## src/rtl/busleak_pkg.sv

```systemverilog
package busleak_pkg;

    typedef enum logic {
        LEAK_PRECHARGE = 1'b0,
        LEAK_SWITCH    = 1'b1
    } leak_mode_e;

    function automatic int unsigned cnt_width(input int unsigned bits);
        return $clog2(bits + 1);
    endfunction

endpackage

```

## src/rtl/busleak_popcnt.sv

```systemverilog
module busleak_popcnt #(
    parameter int unsigned W     = 8,
    parameter int unsigned CNT_W = $clog2(W + 1)
) (
    input  logic [W-1:0]     vec_i,
    output logic [CNT_W-1:0] count_o
);

    always_comb begin
        count_o = '0;
        for (int i = 0; i < W; i++) begin
            count_o = count_o + CNT_W'(vec_i[i]);
        end
    end

endmodule

```

## src/rtl/busleak_select.sv

```systemverilog
module busleak_select
    import busleak_pkg::*;
#(
    parameter int unsigned BUS_W = 8,
    parameter int unsigned CNT_W = $clog2(BUS_W + 1)
) (
    input  logic [BUS_W-1:0] bus_i,
    input  logic [BUS_W-1:0] prev_i,
    input  leak_mode_e       mode_i,
    output logic [CNT_W-1:0] count_o
);

    logic [BUS_W-1:0] event_vec;

    // Per-line event: a discharge in the precharged model, a toggle in the switching model.
    for (genvar b = 0; b < BUS_W; b++) begin : g_line
        always_comb begin
            if (mode_i == LEAK_SWITCH) begin
                event_vec[b] = bus_i[b] ^ prev_i[b];
            end else begin
                event_vec[b] = ~bus_i[b];
            end
        end
    end

    busleak_popcnt #(
        .W     (BUS_W),
        .CNT_W (CNT_W)
    ) u_popcnt (
        .vec_i   (event_vec),
        .count_o (count_o)
    );

endmodule

```

## config.mk

```make
export PLATFORM = sky130hd
export DESIGN_NAME = busleak_select
export DESIGN_NICKNAME = d
export VERILOG_FILES = /design/src/rtl/busleak_pkg.sv /design/src/rtl/busleak_popcnt.sv /design/src/rtl/busleak_select.sv
export SDC_FILE = /design/constraint.sdc
export NUM_CORES = 1
export LEC_CHECK = 0
export BUFFER_PORTS_ARGS = -buffer_cell sky130_fd_sc_hd__buf_2
export CORE_AREA = 2 2 39 41
export DETAILED_ROUTE_END_ITERATION = 10
export DIE_AREA = 0 0 41 43
export PLACE_DENSITY = 0.55
export SLEW_MARGIN = 20
export SYNTH_ARGS = -nofsm -noshare
export SYNTH_HDL_FRONTEND = slang
export SYNTH_HIERARCHICAL = 1
export SYNTH_SLANG_ARGS = --single-unit
```

## constraint.sdc

```tcl
create_clock -name vclk -period 2.7
set_input_delay 0.135 -clock vclk [all_inputs]
set_output_delay 0.135 -clock vclk [all_outputs]
set_load 0.005 [all_outputs]
```

Word-level counts from Yosys, hierarchy flattened
Cells that the tools add are included.
{"block": "totals", "mem_bits_rw": 0, "input_bits": 17, "wordCells": 31, "regBits": 0, "mem_count": 0, "latchBits": 0, "romBits": 0}
{"block": "classes", "addsub": 7, "reduce_logical": 0, "eq_ne": 0, "mul": 0, "muxes": 8, "shifts": 0, "bitwise": 16, "div_mod_pow": 0, "magnitude_cmp": 0}
{"operator": "$add 4x1->4", "count": 6}
{"operator": "$mux 1", "count": 8}
{"operator": "$not 1->1", "count": 8}
{"operator": "$xor 1x1->1", "count": 8}
{"operator": "$add 1x1->2", "count": 1}

Depth between registers and ports, before layout
Gate-level depths: netlist of run 1.
{"block": "depth", "ltp_word": 9, "mapped_depth": 11}

Modules after synthesis
The synthesis of run 1 kept the hierarchy.
{"mod": "busleak_popcnt", "instances": 1, "area_each_um2": 190.2, "seq_area_each_um2": 0.0, "cells_each": 24}
{"mod": "busleak_select", "instances": 1, "area_each_um2": 130.1, "seq_area_each_um2": 0.0, "cells_each": 16}

Least setup slack after synthesis of run 1
OpenSTA, ideal clock, no wires.
{"block": "synth_timing", "kind": "input to output", "startpoint": "in prev_i[0]", "endpoint": "out count_o[1]", "cell_stages": 11, "arrival_ps": 2667, "slack_ps": -102, "n_path_buf": 0, "path_cell_list": "and2b_1 > xnor2_1 > inv_1 > fa_1 > fa_1 > fa_1 > inv_1 > ha_1 > inv_1 > fa_1 > inv_1"}
{"block": "synth_between", "elab_chain_cells": 9}
{"element": "start: declaration", "line_no": "busleak_select.sv:8", "source": "input logic [BUS_W-1:0] prev_i,"}
{"element": "$xor 1x1->1", "line_no": "busleak_select.sv:19", "source": "event_vec[b] = bus_i[b] ^ prev_i[b];"}
{"element": "$mux 1", "line_no": "busleak_select.sv:18", "source": "if (mode_i == LEAK_SWITCH) begin"}
{"element": "via event_vec[0]", "line_no": "busleak_select.sv:13", "source": "logic [BUS_W-1:0] event_vec;"}
{"element": "$add 1x1->2", "line_no": "busleak_popcnt.sv:12", "source": "count_o = count_o + CNT_W'(vec_i[i]);"}
{"element": "$add 4x1->4 (6 in series)", "line_no": "busleak_popcnt.sv:12"}
{"element": "end: declaration", "line_no": "busleak_select.sv:10", "source": "output logic [CNT_W-1:0] count_o"}
The timed path passes the listed nets, and every way through them passes these cells.

Worst setup path after layout of run 1
Same ends and word-level chain as after synthesis.

==> results of run 1 <==
## how the worst max path moves through the flow
stage | start | to | slack (ps) | depth (start not counted)
floorplan | prev_i[0] | count_o[1] | -100 | 11
global placement | mode_i | count_o[2] | -380 | 13
detailed placement | mode_i | count_o[2] | -440 | 13
global route | mode_i | count_o[1] | -440 | 13
CTS | mode_i | count_o[2] | -380 | 13
finish | prev_i[0] | count_o[1] | -360 | 13
## cells by family (layout without fill, tap and decap cells)
kind of cell / Yosys count / after routing / share of synthesized area
buffers and inverters: 14 / 40 / 0.164
AO/OA/AOI/OAI: 1 / 1 / 0.0156
XOR/XNOR: 9 / 9 / 0.246
AND/OR/NAND/NOR: 9 / 9 / 0.207
adder cells (fa/ha/maj): 7 / 7 / 0.367
## per-stage QoR
stage | cell area [um2] | TNS (ps) | hold slack (ps) | util
final | 527 | -807 | 751 | 0.381
after detailed placement | 460 | -963 | 697 | 0.333
after floorplan | 320 | -197 | 503 | -
after CTS | 512 | -938 | 761 | 0.370
after global placement | 460 | -846 | 727 | 0.333
after global routing | 527 | -1050 | 769 | 0.381
## metal layers
metal / part of all wire / GRT usage / vias up
met3: 0.063 / 0 / 0
li1: - / - / 162
met2: 0.50 / 0.106 / 11
met5: 0 / 0 / -
met4: 0 / 0 / 0
met1: 0.43 / 0.0939 / 123
## placed cells by master, fill, tap and decap left out, types with 2 or more instances in the layout
cell	count
and2b_1	8
buf_2	18
buf_4	5
buf_6	2
fa_1	2
fa_2	2
ha_1	2
inv_1	11
inv_2	3
xnor2_1	9
## cell usage after synthesis, drive strengths merged
| master | number |
|---|---|
| inv | 14 |
| nor2b | 1 |
| ha | 3 |
| and2b | 8 |
| a21oi | 1 |
| fa | 4 |
| xnor2 | 9 |
## report_power, final
| group | internal, mW | leakage [nW] | total, mW | switching, mW |
|---|---|---|---|---|
| clock network | 0 | 0 | 0 | 0 |
| registers | 0 | 0 | 0 | 0 |
| logic | 0.160 | 0.298 | 0.279 | 0.120 |
## critical path, stage by stage
cell and delay (ps):
buf_6 80, and2b_1 190, xnor2_1 110, inv_1 70
fa_1 550, fa_1 430, fa_2 540, inv_2 40
ha_4 150, inv_2 50, fa_2 420, inv_2 60
buf_6 80
## layout make-up
class              count  area [um2]
repair buffers        26         165
multi-input cells     26         289
inverters             14        52.6
well taps             16        20.0
fillers              154         857
## repair_timing
action / in CTS / in global routing
setup buffers: 3 / 1
hold endpoints to repair: 0 / 0
pin swaps: 2 / 2
resized for setup: 9 / 4
setup endpoints to repair: 3 / 4
==> results.toml, run 1 <==
[min_path]
hp-class = "primary input to output pin"
min_path_cells = 4
hold-path-endpoint = "count_o[0]"
hold_start = "bus_i[2]"

[worst_setup_path]
startpoint_type = "primary input"
crit_type = "primary input to output pin"
arrival_ps = 2920
endpoint_kind = "output pin"
crit_required_ps = 2570
crit_fanout = 2

[global_route]
grt_pass1_wl_um = 848
grt_pass1_vias = 254
grt_max_degree = 6
antenna_found_initial = 0
grt_overflow = 0
track_usage = 0.0634

[logic_synthesis]
synth.top_cell.area_share = 0.250
seq_area_frac_synth = 0
syn_area_um2 = 320
synthDistinctLibCells = 7
yosys_warnings = 6
synth.avg_cell_area_um2 = 8.01
yosysTopAreaCell = "fa_1"
syn_nets = 64
synthTopCellsByArea = "fa_1 25%, xnor2_1 25%, and2b_1 19%, inv_1 16%, ha_1 12%"
synthCells = 40

[route]
drtIter0Drc = 0
viasPerCell = 3.61
detail-route-antenna-nets = 0
first_pass_iters = 1
wl_per_cell_um = 6.34
routed_wl_um = 520
route.detailed.drc = 0
vias = 296

[pwr]
power_leakage_nw = 0.298
p_total_uw = 279
pwr_density_cell_nw_per_um2 = 530
ir_drop_v = 0.000241

[sta]
rsz0062_at_grt = "yes"
finalHoldViolCount = 0
tightest_slew_ps = 259
finalSetupViolCount = 3
fin_ws_ps = -358
drv_slew = 0
timing.final.crit_share = 1.13
post-route-min-period_ps = 3060
max-slew-margin-rel = 0.826
fmax_mhz = 327

[finish]
drive_gt1_frac = 0.500
area_growth_syn_to_layout_pct = 64.5
antenna_cells = 0
regArea_um2 = 0
fin_nets = 92
n_clock_buffer = 0
final_cells = 82
nFlopsAndLatches = 0

[placement]
place_congestion = 0.612
placed_cells = 79
io_buffers = 21
dp_hpwl_um = 499
place_ws_ps = -438

[floorplanning]
top_level_ports = 21
start_util = 0.231
fp.dieH_um = 43
core_um2 = 1380
rows = 14
dieArea_um2 = 1760
fp.dieW_um = 41

[run_status]
violations = "setup timing"
outcome = "complete, but fails checks"

[job]
drv_cap = 0

[clock_tree]
cts_hold_buf = 0
No activity file was read; power rests on OpenSTA's default activity.
==> run 2, diff against run 1 <==
--- a/config.mk
+++ b/config.mk
@@ -5,13 +5,15 @@
 export SDC_FILE = /design/constraint.sdc
 export NUM_CORES = 1
 export LEC_CHECK = 0
+export ABC_AREA = 1
 export BUFFER_PORTS_ARGS = -buffer_cell sky130_fd_sc_hd__buf_2
 export CORE_AREA = 2 2 39 41
 export DETAILED_ROUTE_END_ITERATION = 10
 export DIE_AREA = 0 0 41 43
-export PLACE_DENSITY = 0.55
+export PLACE_DENSITY = 0.65
 export SLEW_MARGIN = 20
 export SYNTH_ARGS = -nofsm -noshare
 export SYNTH_HDL_FRONTEND = slang
 export SYNTH_HIERARCHICAL = 1
 export SYNTH_SLANG_ARGS = --single-unit
+export TNS_END_PERCENT = 20
==> results.toml, run 2 <==
[run_status]
outcome = "complete, but fails checks"
violations = "setup timing"

[global_route]
grt_pass1_wl_um = 1190
grt_pass1_vias = 348
grt_max_degree = 11
track_usage = 0.0895
antenna_found_initial = 0
grt_overflow = 0

[placement]
io_buffers = 21
place_congestion = 0.639
dp_hpwl_um = 679
place_ws_ps = -295
placed_area_um2 = 557

[logic_synthesis]
yosysTopAreaCell = "inv_1"
synth.top_cell.area_share = 0.294
synthCells = 87
synth.avg_cell_area_um2 = 5.13
syn_area_um2 = 447
synth_common_cells = "35 x inv_1, 29 x nand2_1, 9 x nand3_1"
seq_area_frac_synth = 0
synthDistinctLibCells = 8
synth.most_common_cell = "inv_1"
syn_nets = 111
synthTopCellsByArea = "inv_1 29%, nand2_1 24%, fa_1 18%, nand3_1 10%, ha_1 8.4%"
yosys_warnings = 6

[sta]
max-slew-margin-rel = 0.913
rsz0062_at_grt = "yes"
fmax_mhz = 343
whs_ps = 804
fin_ws_ps = -214
timing.final.crit_share = 1.08
drv_slew = 0
tightest_slew_ps = 131
finalSetupViolCount = 2
finalHoldViolCount = 0
post-route-min-period_ps = 2910

[pwr]
pwr_density_cell_nw_per_um2 = 342
power_leakage_nw = 0.443
p_total_uw = 196
ir_drop_v = 0.000114

[worst_setup_path]
startpoint_type = "primary input"
crit_required_ps = 2570
endpoint_kind = "output pin"
crit_fanout = 2
crit_type = "primary input to output pin"
arrival_ps = 2780

[job]
drv_cap = 0

[route]
first_pass_iters = 4
drtIter0Drc = 5
vias = 490
route.detailed.drc = 0
detail-route-antenna-nets = 0
viasPerCell = 3.98
wl_per_cell_um = 6.13
routed_wl_um = 754

[finish]
antenna_cells = 0
design_area_um2 = 572
nFlopsAndLatches = 0
n_clock_buffer = 0
layout_commonest_cell = "inv_1"
fillCellCount = 165
fin_nets = 133
area_growth_syn_to_layout_pct = 28.0
layout_common_cells = "31 x inv_1, 29 x nand2_1, 20 x buf_2, 9 x nand3_1, 7 x inv_2"
regArea_um2 = 0
drive_gt1_frac = 0.299

[clock_tree]
cts_hold_buf = 0
post-cts-setup-buffer-count = 0

[floorplanning]
core_um2 = 1380
fp.dieH_um = 43
dieArea_um2 = 1760
top_level_ports = 21
fp.dieW_um = 41
rows = 14
start_util = 0.323

[min_path]
hp-class = "primary input to output pin"
run 2: cell types whose count changed after synthesis, sizes merged:
| cell | change |
|---|---|
| xnor2 | -9 |
| nor2b | -1 |
| nand2 | +29 |
| a21oi | -1 |
| inv | +24 |
| clkinv | +2 |
| nand3 | +9 |
| and2b | -8 |
| buf | +2 |
run 2: final timing paths:
kind	from	end	slack, ps	cells after the start
min	bus_i[2]	count_o[0]	800	6
max	prev_i[0]	count_o[2]	-210	18
run 2: metal layers:
metal  part of all wire  routed length [um]  global-route usage
met1               0.39                 295               0.113
met2               0.55                 411               0.169
met3              0.062                  47                   0
met4                  0                   0                   0
met5                  0                   0                   0
run 2: per-stage QoR:
step           setup TNS (ps)  utilization  instances
4_1_cts                  -554        0.404        123
3_5_place_dp             -582        0.402        123
2_1_floorplan            -331            -         87
5_1_grt                  -677        0.413        123
6_report                 -414        0.413        123
3_3_place_gp             -476        0.402        123
run 2: worst max-delay path: stages:
cell and delay (ps):
buf_2 100, inv_2 40, nand2_1 40, nand2_1 50
nand2_1 40, inv_1 50, inv_2 40, fa_1 540
fa_1 420, fa_1 450, inv_2 80, ha_4 130
inv_2 30, fa_1 370, inv_1 70, nand2_1 50
nand2_1 40, buf_2 100
run 2: power breakdown:
part           switching [mW]  internal (mW)  leakage [nW]
clock                       0              0             0
combinational           0.101         0.0950         0.443
sequential                  0              0             0
total                   0.101         0.0950         0.443
run 2: kinds of logic (layout without fill, tap and decap cells):
logic type	after synthesis	after routing	synth area share
and+or+nand+nor	38	38	0.345
adders and majority gates	7	7	0.263
buffers and inverters	42	62	0.392
run 2: final cells by class:
type	instances	area (um2)	area share
repair buffers	22	115	0.201
well taps	16	20.0	0.0350
inverters	40	153	0.267
multi-input cells	45	284	0.497
run 2: what timing repair did:
action                                  in CTS  in global routing
gates resized for setup                      1                  6
endpoints found under the setup margin       2                  3
pin swaps                                    0                  0
==> run 3, diff against run 2 <==
--- a/config.mk
+++ b/config.mk
@@ -10,7 +10,8 @@
 export CORE_AREA = 2 2 39 41
 export DETAILED_ROUTE_END_ITERATION = 10
 export DIE_AREA = 0 0 41 43
-export PLACE_DENSITY = 0.65
+export PLACE_DENSITY = 0.68
+export SETUP_SLACK_MARGIN = 0.02
 export SLEW_MARGIN = 20
 export SYNTH_ARGS = -nofsm -noshare
 export SYNTH_HDL_FRONTEND = slang
==> results.toml, run 3 (synthesized netlist as in run 2, its figures left out) <==
[run_status]
outcome = "complete, but fails checks"
violations = "setup timing"

[floorplanning]
fp.dieW_um = 41
top_level_ports = 21
dieArea_um2 = 1760
start_util = 0.323
fp.dieH_um = 43
core_um2 = 1380
rows = 14

[route]
route.detailed.drc = 0
viasPerCell = 4.13
routed_wl_um = 750
wl_per_cell_um = 6.10
drtIter0Drc = 4
first_pass_iters = 3
detail-route-antenna-nets = 0
vias = 508

[sta]
rsz0062_at_grt = "yes"
tightest_slew_ps = 147
timing.final.crit_share = 1.10
whs_ps = 751
drv_slew = 0
fin_ws_ps = -279
finalSetupViolCount = 2
finalHoldViolCount = 0
max-slew-margin-rel = 0.902
fmax_mhz = 336
post-route-min-period_ps = 2980

[finish]
area_growth_syn_to_layout_pct = 25.2
n_clock_buffer = 0
layout_commonest_cell = "inv_1"
regArea_um2 = 0
design_area_um2 = 559
drive_gt1_frac = 0.252
nFlopsAndLatches = 0
fin_nets = 133
final_cells = 123
layout_common_cells = "35 x inv_1, 29 x nand2_1, 20 x buf_2, 9 x nand3_1, 4 x fa_1"
antenna_cells = 0
post-route-util = 0.404

[worst_setup_path]
slowest_delay_ps = 560
crit_fanout = 2
crit_type = "primary input to output pin"
path_common_cell = "inv_1"
crit_required_ps = 2570
startpoint_type = "primary input"
cpMaxStageDelayCell = "fa_1"
arrival_ps = 2840
endpoint_kind = "output pin"
crit_chain = "buf_2, inv_1, nand2_1, nand2_1, nand2_1, inv_1, inv_1, fa_1, fa_1, fa_1, inv_1, ha_1, inv_1, fa_1, inv_1, nand2_1, nand2_1, buf_2"

[global_route]
use_met2 = 0.219
grt_use_met3 = 0
grt_pass1_wl_um = 1330
antenna_found_initial = 0
busiest_layer = "met2"
grt_pass1_vias = 411
grt_util_met1 = 0.0974
grt_max_degree = 11
track_usage = 0.101
grt_overflow = 0

[pwr]
p_switching_uw = 92.4
p_comb_frac = 1.000
power_frac_seq = 0
ir_drop_v = 0.000119
pwr_density_cell_nw_per_um2 = 318
p_int_uw = 85.5
power_leakage_nw = 0.446
clockPowerShare = 0
netSwitchingFraction = 0.519

[placement]
dp_hpwl_um = 720
place_congestion = 0.688
io_buffers = 21
placed_cells = 123
placed_area_um2 = 557
place_ws_ps = -302

[job]
drv_cap = 0

[min_path]
hp-class = "primary input to output pin"
run 3: layout make-up:
| type | count | area (um2) |
|---|---|---|
| Multi-Input combinational cell | 45 | 272 |
| Inverter | 40 | 153 |
| Fill cell | 164 | 825 |
| Tap cell | 16 | 20.0 |
| Timing Repair Buffer | 22 | 115 |
run 3: path summary, 6_finish.rpt:
kind	start	end	slack, ps	depth (start not counted)
max	prev_i[0]	count_o[2]	-280	18
min	bus_i[2]	count_o[0]	750	6
run 3: power by group through the flow:
stage	sequential, mW	clock [mW]	combinational [mW]
detailed placement	0	0	0.181
floorplan	0	0	0.120
CTS	0	0	0.182
global placement	0	0	0.174
finish	0	0	0.178
global route	0	0	0.216
run 3: layer usage:
| layer | part of all wire | vias up |
|---|---|---|
| met2 | 0.55 | 13 |
| met1 | 0.38 | 224 |
| met5 | 0 | - |
| met4 | 0 | 0 |
| li1 | - | 271 |
| met3 | 0.064 | 0 |
run 3: stage by stage:
step / setup TNS (ps) / total power, mW
after floorplan: -331 / 0.120
after global placement: -479 / 0.174
after detailed placement: -602 / 0.181
after CTS: -583 / 0.182
after global routing: -873 / 0.216
final: -557 / 0.178
run 3: what timing repair did:
action                                  CTS  global route
pin swaps                                 0             0
setup buffers                             0             0
endpoints found under the setup margin    2             3
hold buffers                              0             0
resized for setup                         1             0
run 3: worst max-delay path, delay by kind of cell:
family	cells	cell delay [ps]
adder cells (fa/ha/maj)	5	1960
buffers and inverters	8	520
AND/OR/NAND/NOR	5	220
